**config.mk**
```make
export PLATFORM = sky130hd
export DESIGN_NAME = maxmin_alloc
export DESIGN_NICKNAME = d
export VERILOG_FILES = /design/src/rtl/maxmin_pkg.sv /design/src/rtl/mm_sdp_ram.sv /design/src/rtl/mm_restoring_div.sv /design/src/rtl/maxmin_alloc.sv
export SDC_FILE = /design/constraint.sdc
export NUM_CORES = 1
export LEC_CHECK = 0
export BUFFER_PORTS_ARGS = -buffer_cell sky130_fd_sc_hd__buf_2
export CORE_AREA = 2 2 134 136
export CTS_CLUSTER_DIAMETER = 100
export CTS_CLUSTER_SIZE = 16
export DETAILED_ROUTE_END_ITERATION = 16
export DIE_AREA = 0 0 136 138
export PLACE_DENSITY = 0.87
export SLEW_MARGIN = 20
export SYNTH_ARGS = -nofsm -noshare
export SYNTH_HDL_FRONTEND = slang
export SYNTH_SLANG_ARGS = --single-unit
```
**constraint.sdc**
```tcl
create_clock -name clk -period 5.1 [get_ports clk]
set_input_delay 1.02 -clock clk [delete_from_list [all_inputs] [get_ports clk]]
set_output_delay 1.02 -clock clk [all_outputs]
set_load 0.03 [all_outputs]
```
**src/rtl/maxmin_pkg.sv**
```systemverilog
package maxmin_pkg;
  typedef enum logic [2:0] {
    ST_IDLE,
    ST_SCAN,
    ST_DIV,
    ST_GRANT,
    ST_DONE
  } eng_state_t;
endpackage

```
**src/rtl/mm_sdp_ram.sv**
```systemverilog
// Simple dual-port memory, one write port and one registered read port.
module mm_sdp_ram #(
  parameter int DW    = 16,
  parameter int DEPTH = 4,
  localparam int AW   = (DEPTH > 1) ? $clog2(DEPTH) : 1
) (
  input  logic          clk,
  input  logic          we,
  input  logic [AW-1:0] waddr,
  input  logic [DW-1:0] wdata,
  input  logic [AW-1:0] raddr,
  output logic [DW-1:0] rdata
);
  logic [DW-1:0] mem [DEPTH];

  always_ff @(posedge clk) begin
    if (we) mem[waddr] <= wdata;
    rdata <= mem[raddr];
  end
endmodule

```
**src/rtl/mm_restoring_div.sv**
```systemverilog
// Unsigned restoring divider: one quotient bit per cycle, NW cycles per divide.
module mm_restoring_div #(
  parameter int NW = 16,
  parameter int DW = 3
) (
  input  logic          clk,
  input  logic          rst,
  input  logic          start,
  input  logic [NW-1:0] dividend,
  input  logic [DW-1:0] divisor,
  output logic [NW-1:0] quo,
  output logic          done_p
);
  localparam int KW = $clog2(NW + 1);

  logic [NW-1:0] q;
  logic [DW-1:0] r, dvr;
  logic [KW-1:0] n;
  logic          run;
  logic [DW:0]   shifted, trial;

  assign shifted = {r, q[NW-1]};
  assign trial   = shifted - {1'b0, dvr};
  assign quo     = q;

  always_ff @(posedge clk) begin
    if (rst) begin
      q <= '0; r <= '0; dvr <= '0; n <= '0; run <= 1'b0; done_p <= 1'b0;
    end else begin
      done_p <= 1'b0;
      if (start) begin
        q   <= dividend;
        r   <= '0;
        dvr <= divisor;
        n   <= KW'(NW);
        run <= 1'b1;
      end else if (run) begin
        if (shifted >= {1'b0, dvr}) begin
          r <= trial[DW-1:0];
          q <= {q[NW-2:0], 1'b1};
        end else begin
          r <= shifted[DW-1:0];
          q <= {q[NW-2:0], 1'b0};
        end
        n <= n - 1'b1;
        if (n == KW'(1)) begin
          run    <= 1'b0;
          done_p <= 1'b1;
        end
      end
    end
  end
endmodule

```
**src/rtl/maxmin_alloc.sv**
```systemverilog
module maxmin_alloc #(
  parameter int NFLOW = 4,
  parameter int RW    = 16,
  localparam int IW   = (NFLOW > 1) ? $clog2(NFLOW) : 1
) (
  input  logic          clk,
  input  logic          rst,
  input  logic          wr_en,
  input  logic [IW-1:0] wr_idx,
  input  logic [RW-1:0] wr_rate,
  input  logic [RW-1:0] cap,
  input  logic          start,
  input  logic [IW-1:0] rd_idx,
  output logic [RW-1:0] rd_rate,
  output logic          busy,
  output logic          done
);
  import maxmin_pkg::*;

  localparam int CW = $clog2(NFLOW + 1);
  localparam int PW = IW + 1;
  localparam logic [PW-1:0] NF_P = PW'(NFLOW);
  localparam logic [CW-1:0] NF_C = CW'(NFLOW);

  eng_state_t     state;
  logic [PW-1:0]  ptr;
  logic           pv;
  logic [IW-1:0]  pidx;
  logic [NFLOW-1:0] alloc;
  logic [RW-1:0]  best_val;
  logic [IW-1:0]  best_idx;
  logic           found;
  logic [RW-1:0]  rem_cap;
  logic [CW-1:0]  rem_cnt;
  logic [RW-1:0]  req_rdata;
  logic [RW-1:0]  share;
  logic           dv_start, dv_done;
  logic           grant_we;
  logic [RW-1:0]  grant_val;
  logic           accept;
  logic           req_we;

  assign accept    = start && (state == ST_IDLE || state == ST_DONE);
  assign req_we    = wr_en && !busy;
  assign grant_we  = (state == ST_GRANT);
  assign grant_val = (best_val <= share) ? best_val : share;

  mm_sdp_ram #(.DW(RW), .DEPTH(NFLOW)) u_req (
    .clk(clk), .we(req_we), .waddr(wr_idx), .wdata(wr_rate),
    .raddr(ptr[IW-1:0]), .rdata(req_rdata)
  );

  mm_sdp_ram #(.DW(RW), .DEPTH(NFLOW)) u_grant (
    .clk(clk), .we(grant_we), .waddr(best_idx), .wdata(grant_val),
    .raddr(rd_idx), .rdata(rd_rate)
  );

  mm_restoring_div #(.NW(RW), .DW(CW)) u_div (
    .clk(clk), .rst(rst), .start(dv_start), .dividend(rem_cap),
    .divisor(rem_cnt), .quo(share), .done_p(dv_done)
  );

  always_ff @(posedge clk) begin
    if (rst) begin
      state    <= ST_IDLE;
      busy     <= 1'b0;
      done     <= 1'b0;
      alloc    <= '0;
      ptr      <= '0;
      pv       <= 1'b0;
      pidx     <= '0;
      found    <= 1'b0;
      best_val <= '0;
      best_idx <= '0;
      rem_cap  <= '0;
      rem_cnt  <= '0;
      dv_start <= 1'b0;
    end else begin
      dv_start <= 1'b0;
      case (state)
        ST_IDLE, ST_DONE: begin
          if (accept) begin
            rem_cap <= cap;
            rem_cnt <= NF_C;
            alloc   <= '0;
            busy    <= 1'b1;
            done    <= 1'b0;
            ptr     <= '0;
            pv      <= 1'b0;
            found   <= 1'b0;
            state   <= ST_SCAN;
          end
        end
        ST_SCAN: begin
          // Linear scan: address issued one cycle, data compared the next.
          if (ptr < NF_P) begin
            ptr  <= ptr + 1'b1;
            pv   <= 1'b1;
            pidx <= ptr[IW-1:0];
          end else begin
            pv <= 1'b0;
          end
          if (pv && !alloc[pidx] && (!found || req_rdata < best_val)) begin
            best_val <= req_rdata;
            best_idx <= pidx;
            found    <= 1'b1;
          end
          if (ptr == NF_P && !pv) begin
            dv_start <= 1'b1;
            state    <= ST_DIV;
          end
        end
        ST_DIV: begin
          if (dv_done) state <= ST_GRANT;
        end
        ST_GRANT: begin
          rem_cap         <= rem_cap - grant_val;
          rem_cnt         <= rem_cnt - 1'b1;
          alloc[best_idx] <= 1'b1;
          if (rem_cnt == CW'(1)) begin
            busy  <= 1'b0;
            done  <= 1'b1;
            state <= ST_DONE;
          end else begin
            ptr   <= '0;
            found <= 1'b0;
            state <= ST_SCAN;
          end
        end
        default: state <= ST_IDLE;
      endcase
    end
  end
endmodule

```
### Yosys cells after proc, flatten, opt, wreduce, memory -nomap -nowiden

Memory sizes are Yosys's and may differ from the RTL's. A register that Yosys moved wholly into a read port is not among the register bits.
Index checks and enable logic that the tools add are counted.

* magnitude comparators: 7
* div/mod/pow operators: 0
* reductions and logical operators: 29
* multipliers: 0
* shifts and indexed selects: 0
* equality and inequality tests: 14
* add/sub/neg operators: 5
* bitwise operators: 3
* muxes and demuxes: 46

Operator list (count)
* $mux 16: 4
* $pmux 16 s2: 1
* $mux 3: 9
* $mux 1: 19
* $le 16x16->1: 1
* $lt 16x16->1: 1
* $sub 16x16->16: 1
* $pmux 3 s4: 1
* $mux 5: 2
* $ne 2x2->1 const B: 5
* $pmux 3 s3: 1
* $pmux 4 s2: 1
* $reduce_and 2->1: 4
* $reduce_and 4->1: 2
* $eq 3x1->1 const B: 2
* $eq 3x2->1 const B: 2
* $eq 3x3->1 const B: 2
* $logic_and 1x1->1: 6
* $lt 2x3->1 const B: 2
* $pmux 1 s2: 3
* $pmux 3 s2: 1
* $reduce_and 3->1: 2
* $reduce_bool 2->1: 3
* $reduce_or 2->1: 3
* 20 further kinds: 26

* bits in latches: 0
* memories: 2
* memory bits (read-only): 0
* register bits after elaboration: 83
* RAM bits: 128
* output and inout port bits: 18

Memory list
* u_grant.mem: words 4, width 16, read ports 1, clocked after Yosys merged registers in 1, write ports 1, line mm_sdp_ram.sv:14 `logic [DW-1:0] mem [DEPTH];`
* u_req.mem: words 4, width 16, read ports 1, clocked after Yosys merged registers in 1, write ports 1, line mm_sdp_ram.sv:14

### Longest topological paths before layout

* depth in word-level cells: 7
* depth in mapped cells: 24

### By module

Synthesis repeated with hierarchy kept, for this count alone.

* cells, all modules: 866
* area total of the unflattened synthesis: 10779.1 µm²

Modules (own cells, without submodules)
* mm_sdp_ram: cells each 104, times used 2, seq. area each 2242.2 µm², area an instance 2697.6 µm²
* maxmin_alloc: cells each 499, times used 1, seq. area each 1081.0 µm², area an instance 3975.1 µm²
* mm_restoring_div: cells each 159, times used 1, seq. area each 580.6 µm², area an instance 1408.9 µm²

### Least setup slack after synthesis

OpenSTA, ideal clock, no wires.

* path kind: reg2reg
* start: reg u_div.q[13] (netlist: u_div.quo[13])
* end: reg rem_cap[14]
* data required time: 5.021 ns
* cell stages (with the launch flop): 25
* arrival time: 4.466 ns
* slack: 0.555 ns
* setup time: 0.079 ns
* period minus slack after synthesis: 4.545 ns
* cell sequence: dfxtp_1 > inv_1 > ha_1 > nand4_2 > nor4_2 > a21bo_2 > a31oi_4 > buf_4 > clkbuf_1 > nand2_1 > o21ai_0 > ha_1 > inv_1 > fa_1 > nand2_1 > nand2_1 > a21o_1 > a21oi_1 > a221oi_1 > a221oi_1 > o21ai_1 > a21oi_1 > nor2b_1 > or3_1 > o211ai_1

* word-level cells in the longest chain between the ends: 4

Ends and longest elaborated chain
* from (decl): line mm_restoring_div.sv:16 `logic [NW-1:0] q;`
* from (signal assigned): line mm_restoring_div.sv:32 `q <= dividend;`
* from (signal assigned): line mm_restoring_div.sv:40 `q <= {q[NW-2:0], 1'b1};`
* from (signal assigned): line mm_restoring_div.sv:43 `q <= {q[NW-2:0], 1'b0};`
* $le 16x16->1: line maxmin_alloc.sv:46 `assign grant_val = (best_val <= share) ? best_val : share;`
* $mux 16: line maxmin_alloc.sv:46
* via grant_val[0]: line maxmin_alloc.sv:39 `logic [RW-1:0] grant_val;`
* $sub 16x16->16: line maxmin_alloc.sv:117 `rem_cap <= rem_cap - grant_val;`
* $pmux 16 s2: line maxmin_alloc.sv:80 `case (state)`
* to (signal assigned): line maxmin_alloc.sv:83 `rem_cap <= cap;`
* to (signal assigned): line maxmin_alloc.sv:117
* to (decl): line maxmin_alloc.sv:33 `logic [RW-1:0] rem_cap;`

The timed path passes the listed nets, and every way through them passes these cells.
A chain may end at the register's enable or synchronous reset.

### Final worst setup path

* start: reg u_div.q[13] (netlist: u_div.quo[13])
* end: reg rem_cap[13]

* word-level cells in the longest chain between the ends: 4

Ends and longest elaborated chain (line)
* $le 16x16->1: maxmin_alloc.sv:46
* $mux 16 (*): maxmin_alloc.sv:46
* $sub 16x16->16 (*): maxmin_alloc.sv:117
* $pmux 16 s2 (*): maxmin_alloc.sv:80

Every way passes the cells marked *; elsewhere a longest branch is shown, timed or not.

==> metrics.csv <==
stage,metric,value,unit
run_status,outcome,"complete, no violations",
global_routing,largest net degree at the start of global routing,49,
floorplan,Ports,58,
detailed_routing,final wirelength,19530,um
pwr,total chip power,3.871,mW
yosys,Synth Instances,853,
global_routing,vias in the first global route,6580,
timing,final period utilization,92.17,%
setup_path,worst-path fanout max,26,
clock_tree,clock latency on the worst-skew pair,0.49,ns
timing,"Hold Vio Cnt, Final",0,
pwr,maximum vdd ir drop,0.0003027,V
timing,final clock skew,0.01389,ns
pwr,P_leak,4.406,nW
final_layout,# diodes,0,
detailed_routing,via count,6565,
min_path,Tightest Hold Check Type,reg -> reg,
final_layout,layout cells sized above 1,15.67,%
yosys,Synthesized Nets,947,
setup_path,startpoint types,flip-flop,
setup_path,critical path data arrival time,5.11,ns
yosys,Yosys reg bits,243,
detailed_routing,DRT Pass-1 Iters,4,
clock_tree,clock sinks,243,
final_layout,layout net count,1001,
floorplan,Die ar.,18770,sq um
job,max_cap viols,0,
place,RePlAce Congestion,0.9174,
final_layout,Synth-to-Final Area Change,10.96,%
global_routing,global-route wire length before repair,32570,um
final_layout,"most common cell after layout, fill and taps aside",edfxtp_1,
floorplan,die height,138,um
detailed_routing,Vias/cell,5.719,
yosys,Post-synth EDFFs,128,
clock_tree,TritonCTS Buffers,19,
timing,Fmax,0.2127,GHz
timing,"Min Clock Period, post-route",4.701,ns
timing,RSZ-0062 raised after global routing,no,
detailed_routing,Avg WL per Cell,17.01,um
yosys,cell taking the most area after synthesis,edfxtp_1,
place,Port Buffers,57,
clock_tree,root buffer cell,clkbuf_16,
timing,worst rel slew slack,40.00,%
detailed_routing,DRC,0,
floorplan,initial core utilization,59.59,%
floorplan,core area,17530,sq um
timing,final setup fails,0,
clock_tree,maximum root-to-sink buffer count,3,
setup_path,kind of critical path,reg -> reg,
yosys,Post-Syn Area,10450,sq um
setup_path,kind of end point of the critical path,flip-flop,
yosys,top cells by area in the synthesized netlist,"edfxtp_1 37%, dfxtp_1 22%, mux4_2 7.1%, ha_1 6.2%, nor2_1 4.0%",
detailed_routing,drt initial violations,426,
yosys,asr flop ratio synth,0,%
yosys,Avg Synthesized Cell Area,12.25,sq um
pwr,power density over the cells,333.9,nW/um^2
floorplan,Placement Rows,49,
global_routing,number of antenna violations at the first check in global routing,0,
place,detailed placement HPWL,13660,um
clock_tree,"CTS clk-pin slew, worst paths",0.07,ns
detailed_routing,DRT antenna net count,0,
setup_path,CP Data Required Time,5.51,ns
final_layout,most frequent cells in the layout,"128 x edfxtp_1, 115 x dfxtp_1, 111 x nor2_1, 66 x a21oi_1, 65 x inv_1",
timing,Setup TNS,0,ns
clock_tree,CTS tree,yes,
yosys,register area share after synthesis,58.82,%
clock_tree,H-Tree Depth,1,
yosys,Synth top area share,36.79,%
yosys,Yosys warning total,0,
global_routing,GRT Resource Usage Total,21.43,%
yosys,"Distinct cells, synth",61,
timing,Final Max Slew Viols,0,
clock_tree,"Hold-fix buffers, CTS",0,
timing,Worst Tran Pin Value,0.9000,ns
floorplan,die width,136,um
global_routing,GRT overflow,0,
yosys,"Top FF cell, synth",edfxtp_1,
[power breakdown]
group / internal, mW / switching (mW) / total [mW] / leakage, nW
registers: 2.10 / 0.0323 / 2.13 / 2.12
clock network: 0.707 / 0.635 / 1.34 / 0.257
logic: 0.167 / 0.228 / 0.395 / 2.03
[synthesized netlist by cell type, types with 5 or more instances]
cell type / instances
a22oi_1: 9
edfxtp_1: 128
xnor2_1: 9
nor2b_1: 9
a221oi_1: 6
o21ai_0: 20
nor3_1: 16
nor2_1: 112
a21o_1: 8
clkbuf_1: 28
nand2_1: 37
a211oi_1: 14
o21a_1: 5
ha_1: 52
buf_1: 7
dfxtp_1: 115
mux4_2: 33
inv_1: 65
mux2i_1: 39
or3_1: 6
xor2_1: 5
a21oi_1: 67
[logic make-up (layout without fill, tap and decap cells)]
group / Yosys count / after routing / synth area share [%]
buf+inv: 102 / 168 / 3.712
simple gates: 213 / 213 / 9.388
flops: 243 / 243 / 58.82
compound gates: 153 / 153 / 9.256
fa+ha+maj: 56 / 56 / 6.802
mux: 72 / 72 / 10.85
xor+xnor: 14 / 14 / 1.174
[routing by layer]
layer	vias up	track usage (%)	share of wire, %
li1	3201	-	-
met1	3164	28.80	44
met2	166	36.37	49
met3	34	2.714	4.3
met4	0	6.743	2.9
met5	-	0	0
[state kept, by name, indices dropped and copies added, names as in the netlist, 3 cells and up]
signal and cells:
alloc 4, u_grant.rdata 16, rem_cap 16, state 3, ptr 3, rem_cnt 3
u_grant.mem 64, best_val 16, u_div.quo 16, u_req.mem 64, u_div.n 5, u_div.dvr 3
u_req.rdata 16, u_div.r 3
[critical path, cell delays in order, from the launching register on]
cell and delay, ns:
dfxtp_1 0.38, inv_1 0.06, ha_1 0.30, nand4_2 0.17
nor4_2 0.38, a21bo_2 0.29, a31oi_4 0.24, buf_4 0.34
nor2_1 0.07, a21oi_1 0.18, ha_1 0.32, or3_1 0.36
o211ai_1 0.11, mux2i_1 0.15, nor3_1 0.25, o21ai_0 0.16
a21o_1 0.23, and2_1 0.17, or3_1 0.34, a21oi_1 0.12
[final timing paths]
path         cells after the start                        from                       end  slack (ns)
min reg2reg                      2           done$_SDFFE_PP0P_         done$_SDFFE_PP0P_        0.45
max                             19  u_div.quo[13]$_SDFFE_PP0P_  rem_cap[13]$_SDFFE_PP0P_        0.40
min                              2           done$_SDFFE_PP0P_         done$_SDFFE_PP0P_        0.45
max reg2reg                     19  u_div.quo[13]$_SDFFE_PP0P_  rem_cap[13]$_SDFFE_PP0P_        0.40
[timing repair]
action	in CTS	in global routing
buffers inserted	0	0
endpoints found under the setup margin	0	5
resized for setup	0	5
[area by class of cell]
class,count,area [sq um]
clock buffer,32,524.3
clock inverter,1,16.27
fill,1300,5941
inverter,65,244.0
multi-input combinational,508,3980
sequential,243,6146
tap,229,286.5
timing repair buffer,70,396.6
[metrics by stage]
stage / util [%] / worst slack [ns] / std cells / hold WS [ns] / instance area, sq um
3_5_place_dp: 62.79 / 0.2538 / 1113 / 0.4441 / 11010
2_1_floorplan: - / 0.5552 / 853 / 0.4354 / 10450
3_3_place_gp: 62.79 / 0.4560 / 1113 / 0.4436 / 11010
5_1_grt: 66.12 / 0.1252 / 1148 / 0.4664 / 11590
6_report: 66.12 / 0.3994 / 1148 / 0.4522 / 11590
4_1_cts: 65.87 / 0.2341 / 1146 / 0.4540 / 11550
Power figures use the tool's default switching activity.
